### config.mk
export PLATFORM = sky130hd
export DESIGN_NAME = core_strobe_div
export DESIGN_NICKNAME = d
export VERILOG_FILES = /design/src/rtl/strobe_div_pkg.sv /design/src/rtl/cfg_decode.sv /design/src/rtl/div_unit.sv /design/src/rtl/core_strobe_div.sv
export SDC_FILE = /design/constraint.sdc
export NUM_CORES = 1
export LEC_CHECK = 0
export ABC_CLOCK_PERIOD_IN_PS = 2500
export BUFFER_PORTS_ARGS = -buffer_cell sky130_fd_sc_hd__buf_2
export CAP_MARGIN = 10
export CORE_MARGIN = 3
export CORE_UTILIZATION = 50
export DETAILED_ROUTE_END_ITERATION = 12
export PLACE_DENSITY = 0.76
export SLEW_MARGIN = 20
export SYNTH_ARGS = -nofsm -noshare
export SYNTH_HDL_FRONTEND = slang
export SYNTH_HIERARCHICAL = 1
export SYNTH_SLANG_ARGS = --single-unit
### constraint.sdc
create_clock -name clk -period 2.5 [get_ports clk]
set_input_delay 0.125 -clock clk [delete_from_list [all_inputs] [get_ports clk]]
set_output_delay 0.125 -clock clk [all_outputs]
set_load 0.005 [all_outputs]
### src/rtl/strobe_div_pkg.sv
package strobe_div_pkg;
    localparam int CFG_W   = 32;
    localparam int CPU_LSB = 25;
    localparam int BUS_LSB = 20;
    localparam int PER_LSB = 18;
    localparam int SRC_BIT = 23;
    localparam int DIV_W   = 6;

    typedef logic [DIV_W-1:0] div_t;

    typedef struct packed {
        div_t cpu;
        div_t bus;
        div_t per;
        logic src_pll;
    } div_cfg_t;

    function automatic div_t cpu_div_of(input logic [2:0] code);
        case (code)
            3'd1:    return div_t'(2);
            3'd2:    return div_t'(4);
            3'd3:    return div_t'(8);
            3'd4:    return div_t'(16);
            default: return div_t'(1);
        endcase
    endfunction

    function automatic div_t bus_div_of(input logic [2:0] code);
        case (code)
            3'd0:    return div_t'(1);
            3'd1:    return div_t'(2);
            3'd2:    return div_t'(4);
            3'd3:    return div_t'(5);
            3'd4:    return div_t'(6);
            3'd5:    return div_t'(8);
            3'd6:    return div_t'(16);
            default: return div_t'(32);
        endcase
    endfunction

    function automatic div_t per_div_of(input logic [1:0] code);
        return div_t'(1) << code;
    endfunction
endpackage

### src/rtl/cfg_decode.sv
module cfg_decode
    import strobe_div_pkg::*;
(
    input  logic [CFG_W-1:0] cfg_word,
    output div_cfg_t         cfg
);
    always_comb begin
        cfg.cpu     = cpu_div_of(cfg_word[CPU_LSB +: 3]);
        cfg.bus     = bus_div_of(cfg_word[BUS_LSB +: 3]);
        cfg.per     = per_div_of(cfg_word[PER_LSB +: 2]);
        cfg.src_pll = cfg_word[SRC_BIT];
    end
endmodule

### src/rtl/div_unit.sv
module div_unit #(
    parameter int W = 6
) (
    input  logic         clk,
    input  logic         rst,
    input  logic         adv,
    input  logic [W-1:0] div_req,
    output logic         stb,
    output logic [W-1:0] div_cur
);
    logic [W-1:0] cnt;
    logic         terminal;

    assign terminal = (cnt == div_cur - W'(1));
    assign stb      = !rst && adv && terminal;

    always_ff @(posedge clk) begin
        if (rst) begin
            cnt     <= '0;
            div_cur <= div_req;
        end else if (adv) begin
            if (terminal) begin
                cnt     <= '0;
                div_cur <= div_req;
            end else begin
                cnt <= cnt + W'(1);
            end
        end
    end
endmodule

### src/rtl/core_strobe_div.sv
module core_strobe_div
    import strobe_div_pkg::*;
(
    input  logic             clk,
    input  logic             rst,
    input  logic [CFG_W-1:0] cfg_word,
    input  logic             xtal_tick,
    output logic             cpu_stb,
    output logic             bus_stb,
    output logic             per_stb,
    output logic             cfg_applied
);
    div_cfg_t req;
    logic     src_adv;
    div_t     cpu_run, bus_run, per_run;

    cfg_decode u_dec (.cfg_word(cfg_word), .cfg(req));

    assign src_adv = req.src_pll | xtal_tick;

    div_unit #(.W(DIV_W)) u_cpu (
        .clk(clk), .rst(rst), .adv(src_adv), .div_req(req.cpu),
        .stb(cpu_stb), .div_cur(cpu_run)
    );

    div_unit #(.W(DIV_W)) u_bus (
        .clk(clk), .rst(rst), .adv(src_adv), .div_req(req.bus),
        .stb(bus_stb), .div_cur(bus_run)
    );

    div_unit #(.W(DIV_W)) u_per (
        .clk(clk), .rst(rst), .adv(bus_stb), .div_req(req.per),
        .stb(per_stb), .div_cur(per_run)
    );

    assign cfg_applied = (cpu_run == req.cpu) && (bus_run == req.bus) &&
                         (per_run == req.per);
endmodule

# ---- After elaboration in Yosys (flattened, before gate mapping)
# Cells that the tools add are included.
dict set report op_classes {
  eq_ne 16
  addsub 6
  reduce_logical 17
  mux 14
  shift 1
  bitwise_logic 1
}
# cell count
set op_table {}
lappend op_table {{2-to-1 mux 6 bit} 12}
lappend op_table {{one-hot mux 6 bit (7 select lines)} 1}
lappend op_table {{equality test 6 bit} 6}
lappend op_table {{one-hot mux 5 bit (4 select lines)} 1}
lappend op_table {{adder 6 x 1 -> 6 bit, second input constant} 3}
lappend op_table {{subtractor 6 x 1 -> 6 bit, second input constant} 3}
lappend op_table {{equality test 3 x 2 -> 1 bit, second input constant} 4}
lappend op_table {{equality test 3 bit, second input constant} 4}
lappend op_table {{nonzero test 2 bit} 5}
lappend op_table {{logical AND 1 bit} 7}
lappend op_table {{equality test 3 x 1 -> 1 bit, second input constant} 2}
lappend op_table {{AND reduction 2 bit} 3}
lappend op_table {{<< shifter 1 x 2 -> 6 bit, first input constant} 1}
lappend op_table {{logical NOT 3 bit} 1}
lappend op_table {{logical NOT 1 bit} 1}
lappend op_table {{OR 1 bit} 1}
dict set report word_totals {
  output_inout_bits 4
  elab_cells 61
  input_bits 35
  register_bits 36
}

# ---- Depth between registers and ports, before layout
dict set report depth {
  word_depth 5
  mapped_depth 11
  depth_no_buf 10
}

# ---- Hierarchy
# Netlist, hierarchy kept.
# module cells_each instances seq_area_each_um2 area_each_um2
set modules_own_cells {}
lappend modules_own_cells {div_unit 62 3 300.3 639.4}
lappend modules_own_cells {core_strobe_div 25 1 0.0 206.4}
lappend modules_own_cells {cfg_decode 25 1 0.0 167.7}

# ---- Worst setup path before layout
# OpenSTA, ideal clock, no wires.
dict set report synth_path {
  kind {register to register}
  from {reg u_bus.div_cur[0]}
  to {reg u_per.div_cur[0] (enable)}
  stages_incl_launch_ff 11
  setup_ns 0.316
  t_arrival_ns 2.504
  t_required_ns 2.184
  slack_ns -0.319
  synth_period_minus_slack_ns 2.819
  n_path_buf 2
  cell_sequence {edfxtp_1 inv_1 ha_1 nand2b_1 a21oi_1 a311o_1 a211oi_2 and3b_1 buf_1 clkbuf_1 a21o_1}
}
dict set report synth_via {
  elab_chain_cells 5
}
# element line
set synth_rtl {}
lappend synth_rtl {{from (decl)} div_unit.sv:9} ;# output logic [W-1:0] div_cur
lappend synth_rtl {{from (signal assigned)} div_unit.sv:20} ;# div_cur <= div_req;
lappend synth_rtl {{from (signal assigned)} div_unit.sv:24} ;# div_cur <= div_req;
lappend synth_rtl {{subtractor 6 x 1 -> 6 bit} div_unit.sv:14} ;# assign terminal = (cnt == div_cur - W'(1));
lappend synth_rtl {{equality test 6 bit} div_unit.sv:14}
lappend synth_rtl {{logical AND 1 bit} div_unit.sv:15} ;# assign stb = !rst && adv && terminal;
lappend synth_rtl {{via bus_stb} core_strobe_div.sv:9} ;# output logic bus_stb,
lappend synth_rtl {{nonzero test 2 bit (no source line)} n/a}
lappend synth_rtl {{AND reduction 2 bit (no source line)} n/a}
lappend synth_rtl {{to (signal assigned)} div_unit.sv:20}
lappend synth_rtl {{to (signal assigned)} div_unit.sv:24}
lappend synth_rtl {{to (decl)} div_unit.sv:9}
# The timed path passes the listed nets, and every way through them passes these cells.
# A chain may end at the register's enable or synchronous reset.

# ---- Worst setup path after layout
dict set report layout_path {
  from {reg u_bus.div_cur[1]}
  to {out per_stb}
}
dict set report layout_via {
  elab_chain_cells 5
}
# element line
set layout_rtl {}
lappend layout_rtl {{subtractor 6 x 1 -> 6 bit} div_unit.sv:14}
lappend layout_rtl {{equality test 6 bit} div_unit.sv:14}
lappend layout_rtl {{logical AND 1 bit (3 in series)} div_unit.sv:15}
lappend layout_rtl {{to (decl)} core_strobe_div.sv:10} ;# output logic per_stb,
# No other way between the ends.

==> results.py <==
metrics = {
    "clock_tree": {
        "path_clk_slew_ps": 70,
        "htreeDepth": 2,
        "clock_latency_ps": 290,
        "clock_path_buffers": 2,
        "cts_sinks": 36,
        "cts_tree": "done",
        "numCtsBuffers": 5,
        "clockRootBuffer": "clkbuf_8",
    },
    "power_and_ir_drop": {
        "p_leak_nw": 1.13,
        "irDropWorstVdd_v": 0.000338,
        "power_density_nw_per_um2": 515,
        "power_mw": 1.39,
    },
    "die": {
        "die_y_um": 73.7,
        "die_area_um2": 5430,
        "die_x_um": 73.7,
        "std_cell_rows": 23,
        "initial_core_util": 0.546,
        "boundaryPins": 39,
        "core-area_um2": 4200,
    },
    "setup_path": {
        "worst_ep_arrival_time_ps": 2310,
        "crit_required_ps": 2380,
        "reg2reg_depth": 10,
        "cp_max_fo": 5,
        "worstSetupStartpoint": "u_bus/div_cur[1]",
        "path_class": "reg2out",
        "r2r_start": "u_bus/div_cur[1]",
        "rr_endpoint": "u_per/cnt[0]",
        "cp-start-kind": "register",
        "worstSetupEndpointType": "output pin",
        "rrSetupSlack_ps": 100,
    },
    "sta": {
        "finClkSkew_ps": 7.95,
        "fmax_mhz": 411,
        "hold_ws_ps": 169,
        "setup_viol": 0,
        "finalHoldViolations": 0,
        "rsz0062_at_grt": "yes",
        "period_minus_slack_ps": 2430,
        "final.period_utilization": 0.972,
        "report.final.slew_viol_count": 0,
    },
    "drt": {
        "drtAntennaViolNets": 0,
        "drc": 0,
        "first_pass_iters": 4,
        "vias": 1822,
        "avgRoutedWirePerCell_um": 14.3,
        "drtIter0Drc": 143,
        "via_per_inst": 5.69,
        "wl_um": 4570,
    },
    "placed_design": {
        "placed_area_um2": 2460,
        "hpwl_um": 3060,
        "port_buffers": 15,
        "routabilityCongestion": 0.834,
    },
    "synthesis": {
        "synth_seq_cells": 36,
        "synth_compound_gate_area_share": 0.128,
        "synthSimpleGateAreaFrac": 0.229,
        "netlist_top_cells_count": "xor2_1, dfxtp_1, edfxtp_1, nor2_1, xnor2_1",
        "synth_area_um2": 2290,
        "synth_top_family_by_area": "simple AND/OR/NAND/NOR gates",
        "ys_seq_area_frac": 0.393,
        "avgSynthCellArea_um2": 9.71,
        "synth_area_leaders": "edfxtp_1, dfxtp_1, xor2_1, xnor2_1, a2111oi_0",
        "yosysMostFrequentCell": "xor2_1",
        "yosys.area.top_type": "edfxtp_1",
        "synth_edf_count": 18,
        "synth_cell_type_count": 38,
        "synth-warning-count": 6,
        "synth-xor-area-share": 0.172,
        "synth_top_area_frac": 0.236,
        "synth-adder-area-share": 0.0328,
        "async_reset_ff_frac": 0,
        "netlist_instances": 236,
        "synthFlopType": "edfxtp_1",
        "synthMuxAreaShare": 0.00655,
    },
    "worst_hold_path": {
        "whs_endpoint": "u_per/div_cur[0]",
        "min_from": "cfg_word[18]",
        "hold_class": "in2reg",
        "hold_depth": 2,
    },
    "layout": {
        "utilization": 0.642,
        "fin_area_um2": 2700,
        "fin_nets": 310,
        "drive_above_1_share": 0.252,
        "syn_to_final_growth_pct": 17.7,
        "diodes": 0,
    },
    "global_routing": {
        "grt_pass1_wl_um": 7410,
        "grt_pass1_vias": 1685,
        "grt_overflow": 0,
        "grt_max_degree": 34,
        "grtUsageTotal": 0.178,
        "grt_antenna_before_repair": 0,
    },
    "run_status": {
        "status": "completed",
    },
    "run": {
        "maxCapViolCount": 0,
    },
}
[layer usage]
metal | global-route usage | share of wire | vias to the layer above
met5 | 0 | 0 | -
met4 | 0.0604 | 0.0068 | 0
met3 | 0.0588 | 0.039 | 2
met2 | 0.282 | 0.47 | 32
met1 | 0.225 | 0.49 | 867
li1 | - | - | 921
[worst max path at each step]
stage | end | cells past startpoint
finish | per_stb | 10
global placement | u_per/cnt[5] | 11
detailed placement | u_per/cnt[5] | 11
CTS | per_stb | 10
floorplan | u_per/cnt[0] | 10
global route | u_per/cnt[3] | 11
[registers in the layout, indices dropped and copies added (netlist names)]
signal and flops:
u_bus/cnt 6, u_bus/div_cur 6, u_cpu/cnt 6, u_cpu/div_cur 6, u_per/cnt 6, u_per/div_cur 6
[cell families (layout without fill, tap and decap cells)]
family          count (synthesis)  count (layout)
xor+xnor                       45              45
mux                             1               1
buf+inv                        19              51
compound gates                 39              39
simple gates                   89              89
other cells                     1               3
flops                          36              36
fa+ha+maj                       6               6
[area by class of cell]
cell class	count	area [µm²]
fill	336	1500
multi-input combinational	183	1380
sequential	36	901
timing repair buffer	37	241
clock buffer	8	90.1
tap	50	62.6
inverter	6	22.5
[timing repair]
action                     CTS  global route
gates cloned                 0             1
buffers inserted             1            11
pin swaps                    1             8
hold buffers                 0             0
setup endpoints to repair    1             5
resized for setup            3             9
[where the power goes]
group / switching [mW] / internal [mW]
sequential: 0.0386 / 0.657
clock: 0.205 / 0.225
combinational: 0.134 / 0.129
total: 0.378 / 1.01
[stage by stage]
step,TNS (ps),instances,setup slack (ps)
finish,0,320,69.3
global route,-59.7,320,-34.7
CTS,0,308,10.1
detailed placement,0,299,43.6
global placement,0,299,162
floorplan,0,238,3.67
[cells in the final DEF (no fill, tap or decap), types with 6 or more instances in the layout]
| master | n |
|---|---|
| a2111oi_0 | 9 |
| and3_1 | 9 |
| buf_2 | 16 |
| buf_4 | 20 |
| clkbuf_8 | 6 |
| dfxtp_1 | 18 |
| edfxtp_1 | 18 |
| nand2_1 | 7 |
| nand2b_1 | 7 |
| nand3_1 | 10 |
| nand4_1 | 7 |
| nor2_1 | 15 |
| nor3_1 | 6 |
| o21ai_0 | 6 |
| or3b_2 | 6 |
| xnor2_1 | 10 |
| xor2_1 | 34 |
[worst max-delay path, cell delays in order (launching register included)]
cell and delay [ps]:
edfxtp_1 400, inv_2 90, ha_4 150, nand2b_4 130, a21oi_2 50, a311o_1 360, a211oi_4 220, and3b_2 250
buf_6 120, and3b_1 140, buf_2 100
No activity file was read; power rests on OpenSTA's default activity.
